==> src/rtl/ccg_pkg.sv <==
// Package: shared constants and helpers for the clear-channel gate.
// Assumes 1-based frame numbering within a signaling superframe.
package ccg_pkg;
    localparam int CCG_OCT_W = 8;

    // Returns 1 when the frame number carries robbed signaling bits.
    function automatic logic is_rob_frame(input int frame, input int period, input int sf_len);
        return (frame != 0) && (frame <= sf_len) && ((frame % period) == 0);
    endfunction
endpackage

==> src/rtl/ccg_mask_regs.sv <==
// Module: ccg_mask_regs
// Holds the per-channel clear-channel mask as NUM_REG byte registers.
// Assumes registers above NUM_REG-1 are absent: writes ignored, reads zero.
module ccg_mask_regs #(
    parameter int NUM_CHAN = 24,
    parameter int REG_W    = 8,
    parameter int ADDR_W   = 2,
    localparam int NUM_REG = (NUM_CHAN + REG_W - 1) / REG_W
) (
    input  logic              clk,
    input  logic              rst_n,
    input  logic              we,
    input  logic [ADDR_W-1:0] addr,
    input  logic [REG_W-1:0]  wdata,
    output logic [REG_W-1:0]  rdata,
    output logic [NUM_CHAN-1:0] mask
);
    logic [NUM_REG*REG_W-1:0] flat;

    for (genvar r = 0; r < NUM_REG; r++) begin : g_reg
        logic [REG_W-1:0] q;
        // Byte register r: reset to normal operation, load on matching write.
        always_ff @(posedge clk) begin
            if (!rst_n)
                q <= '0;
            else if (we && (int'(addr) == r))
                q <= wdata;
        end
        assign flat[r*REG_W +: REG_W] = q;
    end

    assign mask = flat[NUM_CHAN-1:0];

    // Readback multiplexer: unimplemented addresses read zero.
    always_comb begin
        rdata = '0;
        for (int r = 0; r < NUM_REG; r++)
            if (int'(addr) == r)
                rdata = flat[r*REG_W +: REG_W];
    end
endmodule

==> src/rtl/ccg_rob_insert.sv <==
// Module: ccg_rob_insert
// Replaces the least significant bit with the signaling bit in robbed frames.
// Assumes the caller has already folded the clear-channel mask into 'enable'.
module ccg_rob_insert #(
    parameter int OCT_W   = 8,
    parameter int FRAME_W = 5,
    parameter int PERIOD  = 6,
    parameter int SF_LEN  = 24
) (
    input  logic               enable,
    input  logic [FRAME_W-1:0] frame,
    input  logic               sig,
    input  logic [OCT_W-1:0]   din,
    output logic [OCT_W-1:0]   dout
);
    import ccg_pkg::*;

    // Substitute bit 0 when enabled and the frame is a signaling frame.
    always_comb begin
        dout = din;
        if (enable && is_rob_frame(int'(frame), PERIOD, SF_LEN))
            dout[0] = sig;
    end
endmodule

==> src/rtl/ccg_zcs_stuff.sv <==
// Module: ccg_zcs_stuff
// Forces the stuffing bit in an all-zero octet to keep ones density.
// Assumes it sits after signaling insertion in the data path.
module ccg_zcs_stuff #(
    parameter int OCT_W     = 8,
    parameter int STUFF_IDX = 1
) (
    input  logic             enable,
    input  logic [OCT_W-1:0] din,
    output logic [OCT_W-1:0] dout
);
    // Set the stuffing bit only for an all-zero octet.
    always_comb begin
        dout = din;
        if (enable && (din == '0))
            dout[STUFF_IDX] = 1'b1;
    end
endmodule

==> src/rtl/clear_chan_gate.sv <==
// Module: clear_chan_gate
// Per-channel gate that blocks robbed-bit signaling and zero code
// suppression on clear channels, followed by one output register stage.
// Assumes in_chan is zero-based; indices at or above NUM_CHAN are clear.
module clear_chan_gate #(
    parameter int NUM_CHAN  = 24,
    parameter int OCT_W     = 8,
    parameter int REG_W     = 8,
    parameter int ADDR_W    = 2,
    parameter int CHAN_W    = 5,
    parameter int FRAME_W   = 5,
    parameter int ROB_PER   = 6,
    parameter int SF_LEN    = 24,
    parameter int STUFF_IDX = 1
) (
    input  logic               clk,
    input  logic               rst_n,
    input  logic               cfg_we,
    input  logic [ADDR_W-1:0]  cfg_addr,
    input  logic [REG_W-1:0]   cfg_wdata,
    output logic [REG_W-1:0]   cfg_rdata,
    input  logic               rob_en,
    input  logic               zcs_en,
    input  logic               in_valid,
    input  logic [CHAN_W-1:0]  in_chan,
    input  logic [FRAME_W-1:0] in_frame,
    input  logic               in_sig,
    input  logic [OCT_W-1:0]   in_octet,
    output logic               out_valid,
    output logic [OCT_W-1:0]   out_octet
);
    localparam int IDX_N = 1 << CHAN_W;

    logic [NUM_CHAN-1:0] mask;
    logic [IDX_N-1:0]    mask_ext;
    logic                chan_clear;
    logic [OCT_W-1:0]    robbed;
    logic [OCT_W-1:0]    stuffed;

    ccg_mask_regs #(
        .NUM_CHAN(NUM_CHAN), .REG_W(REG_W), .ADDR_W(ADDR_W)
    ) u_regs (
        .clk(clk), .rst_n(rst_n), .we(cfg_we), .addr(cfg_addr),
        .wdata(cfg_wdata), .rdata(cfg_rdata), .mask(mask)
    );

    // Pad the mask so out-of-range channel indices read as clear.
    if (IDX_N > NUM_CHAN) begin : g_pad
        assign mask_ext = {{(IDX_N - NUM_CHAN){1'b1}}, mask};
    end else begin : g_nopad
        assign mask_ext = mask[IDX_N-1:0];
    end

    assign chan_clear = mask_ext[in_chan];

    ccg_rob_insert #(
        .OCT_W(OCT_W), .FRAME_W(FRAME_W), .PERIOD(ROB_PER), .SF_LEN(SF_LEN)
    ) u_rob (
        .enable(rob_en && !chan_clear), .frame(in_frame), .sig(in_sig),
        .din(in_octet), .dout(robbed)
    );

    ccg_zcs_stuff #(
        .OCT_W(OCT_W), .STUFF_IDX(STUFF_IDX)
    ) u_zcs (
        .enable(zcs_en && !chan_clear), .din(robbed), .dout(stuffed)
    );

    // Output stage: valid follows input, octet loads only on valid beats.
    always_ff @(posedge clk) begin
        if (!rst_n) begin
            out_valid <= 1'b0;
            out_octet <= '0;
        end else begin
            out_valid <= in_valid;
            if (in_valid)
                out_octet <= stuffed;
        end
    end
endmodule

==> config.mk <==
export PLATFORM = sky130hd
export DESIGN_NAME = clear_chan_gate
export DESIGN_NICKNAME = d
export VERILOG_FILES = /design/src/rtl/ccg_pkg.sv /design/src/rtl/ccg_mask_regs.sv /design/src/rtl/ccg_rob_insert.sv /design/src/rtl/ccg_zcs_stuff.sv /design/src/rtl/clear_chan_gate.sv
export SDC_FILE = /design/constraint.sdc
export NUM_CORES = 1
export LEC_CHECK = 0
export ABC_AREA = 1
export BUFFER_PORTS_ARGS = -buffer_cell sky130_fd_sc_hd__clkbuf_2
export CAP_MARGIN = 5
export CORE_MARGIN = 3
export CORE_UTILIZATION = 30
export CTS_BUF_LIST = sky130_fd_sc_hd__clkbuf_8
export CTS_CLUSTER_DIAMETER = 40
export DETAILED_ROUTE_END_ITERATION = 10
export GPL_TIMING_DRIVEN = 1
export PLACE_DENSITY = 0.49
export SYNTH_ARGS = -nofsm -noshare
export SYNTH_HDL_FRONTEND = slang
export SYNTH_SLANG_ARGS = --single-unit
==> constraint.sdc <==
create_clock -name clk -period 3.4 [get_ports clk]
set_input_delay 0.85 -clock clk [delete_from_list [all_inputs] [get_ports clk]]
set_output_delay 0.85 -clock clk [all_outputs]
set_load 0.1 [all_outputs]
==> impl_metrics.py <==
metrics = {
    "finish": {
        "final-instance-count-excl-fill": 404,
        "layout-area-overhead-vs-synth_pct": 31.1,
        "number_of_nets_in_the_final_layout": 368,
        "antennaDiodeCount": 0,
        "filler_cell_count": 644,
        "drive_above_1_share_pct": 20.8,
        "mostFrequentLayoutCells": "sky130_fd_sc_hd__nand2_1 (86), sky130_fd_sc_hd__nand3_1 (43), sky130_fd_sc_hd__clkbuf_2 (43)",
        "mostFrequentLayoutCell": "sky130_fd_sc_hd__nand2_1",
        "fin_util_pct": 41.3,
    },
    "routing": {
        "route.final.wire_length_um": 5250,
        "first_iter_violations": 134,
        "vias_per_cell": 4.87,
        "detail_route.first_pass.iterations": 4,
        "detail_route.drc_violations": 0,
        "detail-route-antenna-nets": 0,
        "detailroute.via_count": 1969,
        "wl_per_cell_um": 13.0,
    },
    "power": {
        "power.density_nw_per_um2": 447,
        "power.share.sequential_pct": 40.4,
        "power.combinational.fraction_pct": 22.8,
        "irDropWorstVdd_mv": 0.187,
        "post-layout-total-power_w": 0.00103,
        "cellLeakagePower_nw": 1.07,
        "total_switching_power_w": 0.000343,
        "p_sw_share_pct": 33.1,
        "internal-power_w": 0.000691,
        "power.clock.fraction_pct": 36.9,
    },
    "die": {
        "die-area_um2": 6840,
        "placement_rows": 27,
        "start_util_pct": 31.5,
        "floorplan.die.width_um": 82.7,
        "dieHeight_um": 82.7,
        "core_region_area_um2": 5610,
        "floorplan.io_pins": 52,
    },
    "grt": {
        "grt_pass1_wl_um": 9100,
        "global_route.usage.total_pct": 17.4,
        "grt_start_max_net_pins": 20,
        "gr-total-overflow": 0,
        "number_of_global_route_vias_before_repair": 1934,
        "antenna_violations_before_repair": 0,
    },
    "clock_tree": {
        "clock_sink_count": 33,
        "cts_root_buffer": "sky130_fd_sc_hd__clkbuf_8",
        "numCtsBuffers": 5,
        "post_cts.resized_instances": 0,
        "cts_tree": "built",
        "worstSkewPairLatency_ns": 0.29,
        "clock_path_buffers": 2,
        "cts_setup_buffers": 0,
        "h-tree-depth": 2,
        "worst_path_clk_slew_ns": 0.07,
        "holdBufCountCts": 0,
    },
    "worst_hold_path": {
        "worst_hold_path_type": "flop to flop",
    },
    "setup_path": {
        "critical_path_sink_type": "output port",
        "timing.critical_path.slowest_cell_delay_ns": 0.40,
        "timing.critical_path.cells": "clkbuf_2, nor2_2, nand2_1, nand3_1, buf_12",
        "cpLargestDelayFamily": "simple AND/OR/NAND/NOR gates",
        "critical-path-slowest-cell": "sky130_fd_sc_hd__nor2_2",
        "path_buf_inv": 2,
        "worst_path_max_fanout": 9,
        "reg2reg_slack_ns": 2.13,
        "endpoint_arrival_time_on_the_critical_path_ns": 1.82,
        "category_of_the_worst_setup_path_launch_point": "input pin",
        "crit_required_ns": 2.55,
        "timing.setup.critical_path_class": "input pin to output port",
    },
    "flow_run": {
        "max_cap_violations": 0,
    },
    "place": {
        "detailed_place_hpwl_um": 3750,
        "place_congestion": 0.827,
        "preCtsSetupSlack_ns": 0.723,
        "count_of_buffers_from_port_buffering": 51,
        "dpl.cell_count": 396,
    },
    "sta": {
        "setup_tns_ns": 0,
        "setup_violations": 0,
        "drv_slew": 0,
        "fin_crit_ns": 2.67,
        "final_hold_viol_count": 0,
        "unrepaired_setup_endpoints_after_global_routing": "no",
        "tightestPinTransition_ns": 0.553,
        "worst_slack_ns": 0.734,
        "min_period_over_period_pct": 78.4,
        "fin_worst_skew_ns": 0.00494,
        "maxSlewHeadroom_pct": 63.3,
        "achievable-frequency_mhz": 375,
    },
    "synth": {
        "ys.warnings.count": 0,
        "gate_count_post_synth": 281,
        "synth.yosys.seq_area_share_pct": 37.4,
        "synthDistinctLibCells": 23,
        "syn_nets": 318,
        "synth-seq-cells": 33,
        "synth_area_um2": 1760,
        "post_synth.cell_area_avg_um2": 6.28,
    },
    "status": {
        "outcome": "finished clean",
    },
}
## sequential cells by signal, summed over array words and instances, names as in the netlist
| register | flops |
|---|---|
| out_octet | 8 |
| u_regs.g.q | 24 |
| out_valid | 1 |
## worst reg2reg max path: stages, from the launching register on
cell	delay, ns
sky130_fd_sc_hd__dfxtp_1	0.31
sky130_fd_sc_hd__inv_1	0.06
sky130_fd_sc_hd__nand2_1	0.05
sky130_fd_sc_hd__o211ai_1	0.10
sky130_fd_sc_hd__nand2_1	0.08
sky130_fd_sc_hd__nand2_1	0.06
sky130_fd_sc_hd__nand4_1	0.11
sky130_fd_sc_hd__nand2_1	0.12
sky130_fd_sc_hd__nand2_1	0.06
sky130_fd_sc_hd__nand2_2	0.07
sky130_fd_sc_hd__nand3_1	0.06
sky130_fd_sc_hd__nand2_1	0.06
sky130_fd_sc_hd__inv_1	0.03
## layer usage
| metal | part of all wire [%] | routed length [µm] | global-route usage (%) |
|---|---|---|---|
| met1 | 47 | 2450 | 23.3 |
| met3 | 9.0 | 474 | 4.99 |
| met5 | 0 | 0 | 0 |
| met4 | 0.95 | 50 | 4.08 |
| met2 | 43 | 2270 | 27.5 |
## kinds of logic (layout without fill, tap and decap cells)
logic type,count (synthesis),in the layout,synth area share [%]
flip-flops,33,33,37.4
AO/OA/AOI/OAI,41,41,12.1
AND/OR/NAND/NOR,171,171,41.3
buffers and inverters,34,85,7.73
adder cells (fa/ha/maj),2,2,1.42
## through the flow
step                      hold WS [ns]  cell area [µm²]
final                            0.470             2310
after global routing             0.501             2310
after CTS                        0.473             2310
after detailed placement         0.467             2200
after global placement           0.465             2200
after floorplan                  0.444             1760
## synth_stat cells
cell | number | share of area, %
sky130_fd_sc_hd__inv_2 | 2 | 0.43
sky130_fd_sc_hd__ha_1 | 2 | 1.4
sky130_fd_sc_hd__nor4_1 | 1 | 0.35
sky130_fd_sc_hd__nand3_2 | 2 | 1.1
sky130_fd_sc_hd__clkbuf_1 | 7 | 1.5
sky130_fd_sc_hd__o21ai_1 | 5 | 1.4
sky130_fd_sc_hd__buf_6 | 1 | 0.64
sky130_fd_sc_hd__inv_1 | 22 | 4.7
sky130_fd_sc_hd__a21oi_2 | 1 | 0.50
sky130_fd_sc_hd__buf_1 | 1 | 0.21
sky130_fd_sc_hd__nand2_2 | 1 | 0.35
sky130_fd_sc_hd__nand3_1 | 43 | 12
sky130_fd_sc_hd__dfxtp_1 | 33 | 37
sky130_fd_sc_hd__nand4_1 | 3 | 1.1
sky130_fd_sc_hd__o21ai_0 | 12 | 3.4
sky130_fd_sc_hd__nor2_2 | 1 | 0.35
sky130_fd_sc_hd__and2_1 | 1 | 0.35
sky130_fd_sc_hd__buf_2 | 1 | 0.28
sky130_fd_sc_hd__nor2_1 | 32 | 6.8
sky130_fd_sc_hd__nand2_1 | 86 | 18
sky130_fd_sc_hd__a21oi_1 | 21 | 6.0
sky130_fd_sc_hd__o211ai_1 | 2 | 0.85
sky130_fd_sc_hd__or2_2 | 1 | 0.35
## power groups by stage
stage / logic [W] / clock network (W) / registers (W)
global placement: 0.000236 / 0 / 0.000427
CTS: 0.000237 / 0.000391 / 0.000418
global route: 0.000258 / 0.000410 / 0.000420
finish: 0.000235 / 0.000381 / 0.000418
detailed placement: 0.000237 / 0 / 0.000426
floorplan: 0.000111 / 0 / 0.000475
## layout make-up
cell class | count | area (µm²) | area share, %
clock buffer | 5 | 68.8 | 2.97
tap | 72 | 90.1 | 3.89
clock inverter | 3 | 46.3 | 2.00
multi-input combinational | 214 | 967 | 41.8
sequential | 33 | 661 | 28.6
timing repair buffer | 53 | 390 | 16.9
inverter | 24 | 90.1 | 3.89
## path summary, 6_finish.rpt
check / end / cells after the start / start
worst min-delay path: u_regs.g_reg[2].q[3]$_SDFFE_PN0P_ / 2 / u_regs.g_reg[2].q[3]$_SDFFE_PN0P_
worst max-delay path: cfg_rdata[6] / 5 / cfg_addr[1]
worst min register to register: u_regs.g_reg[2].q[3]$_SDFFE_PN0P_ / 2 / u_regs.g_reg[2].q[3]$_SDFFE_PN0P_
worst max register to register: out_octet[0]$_SDFFE_PN0P_ / 12 / u_regs.g_reg[2].q[3]$_SDFFE_PN0P_
Note: power is estimated with default switching activity, not from simulation.
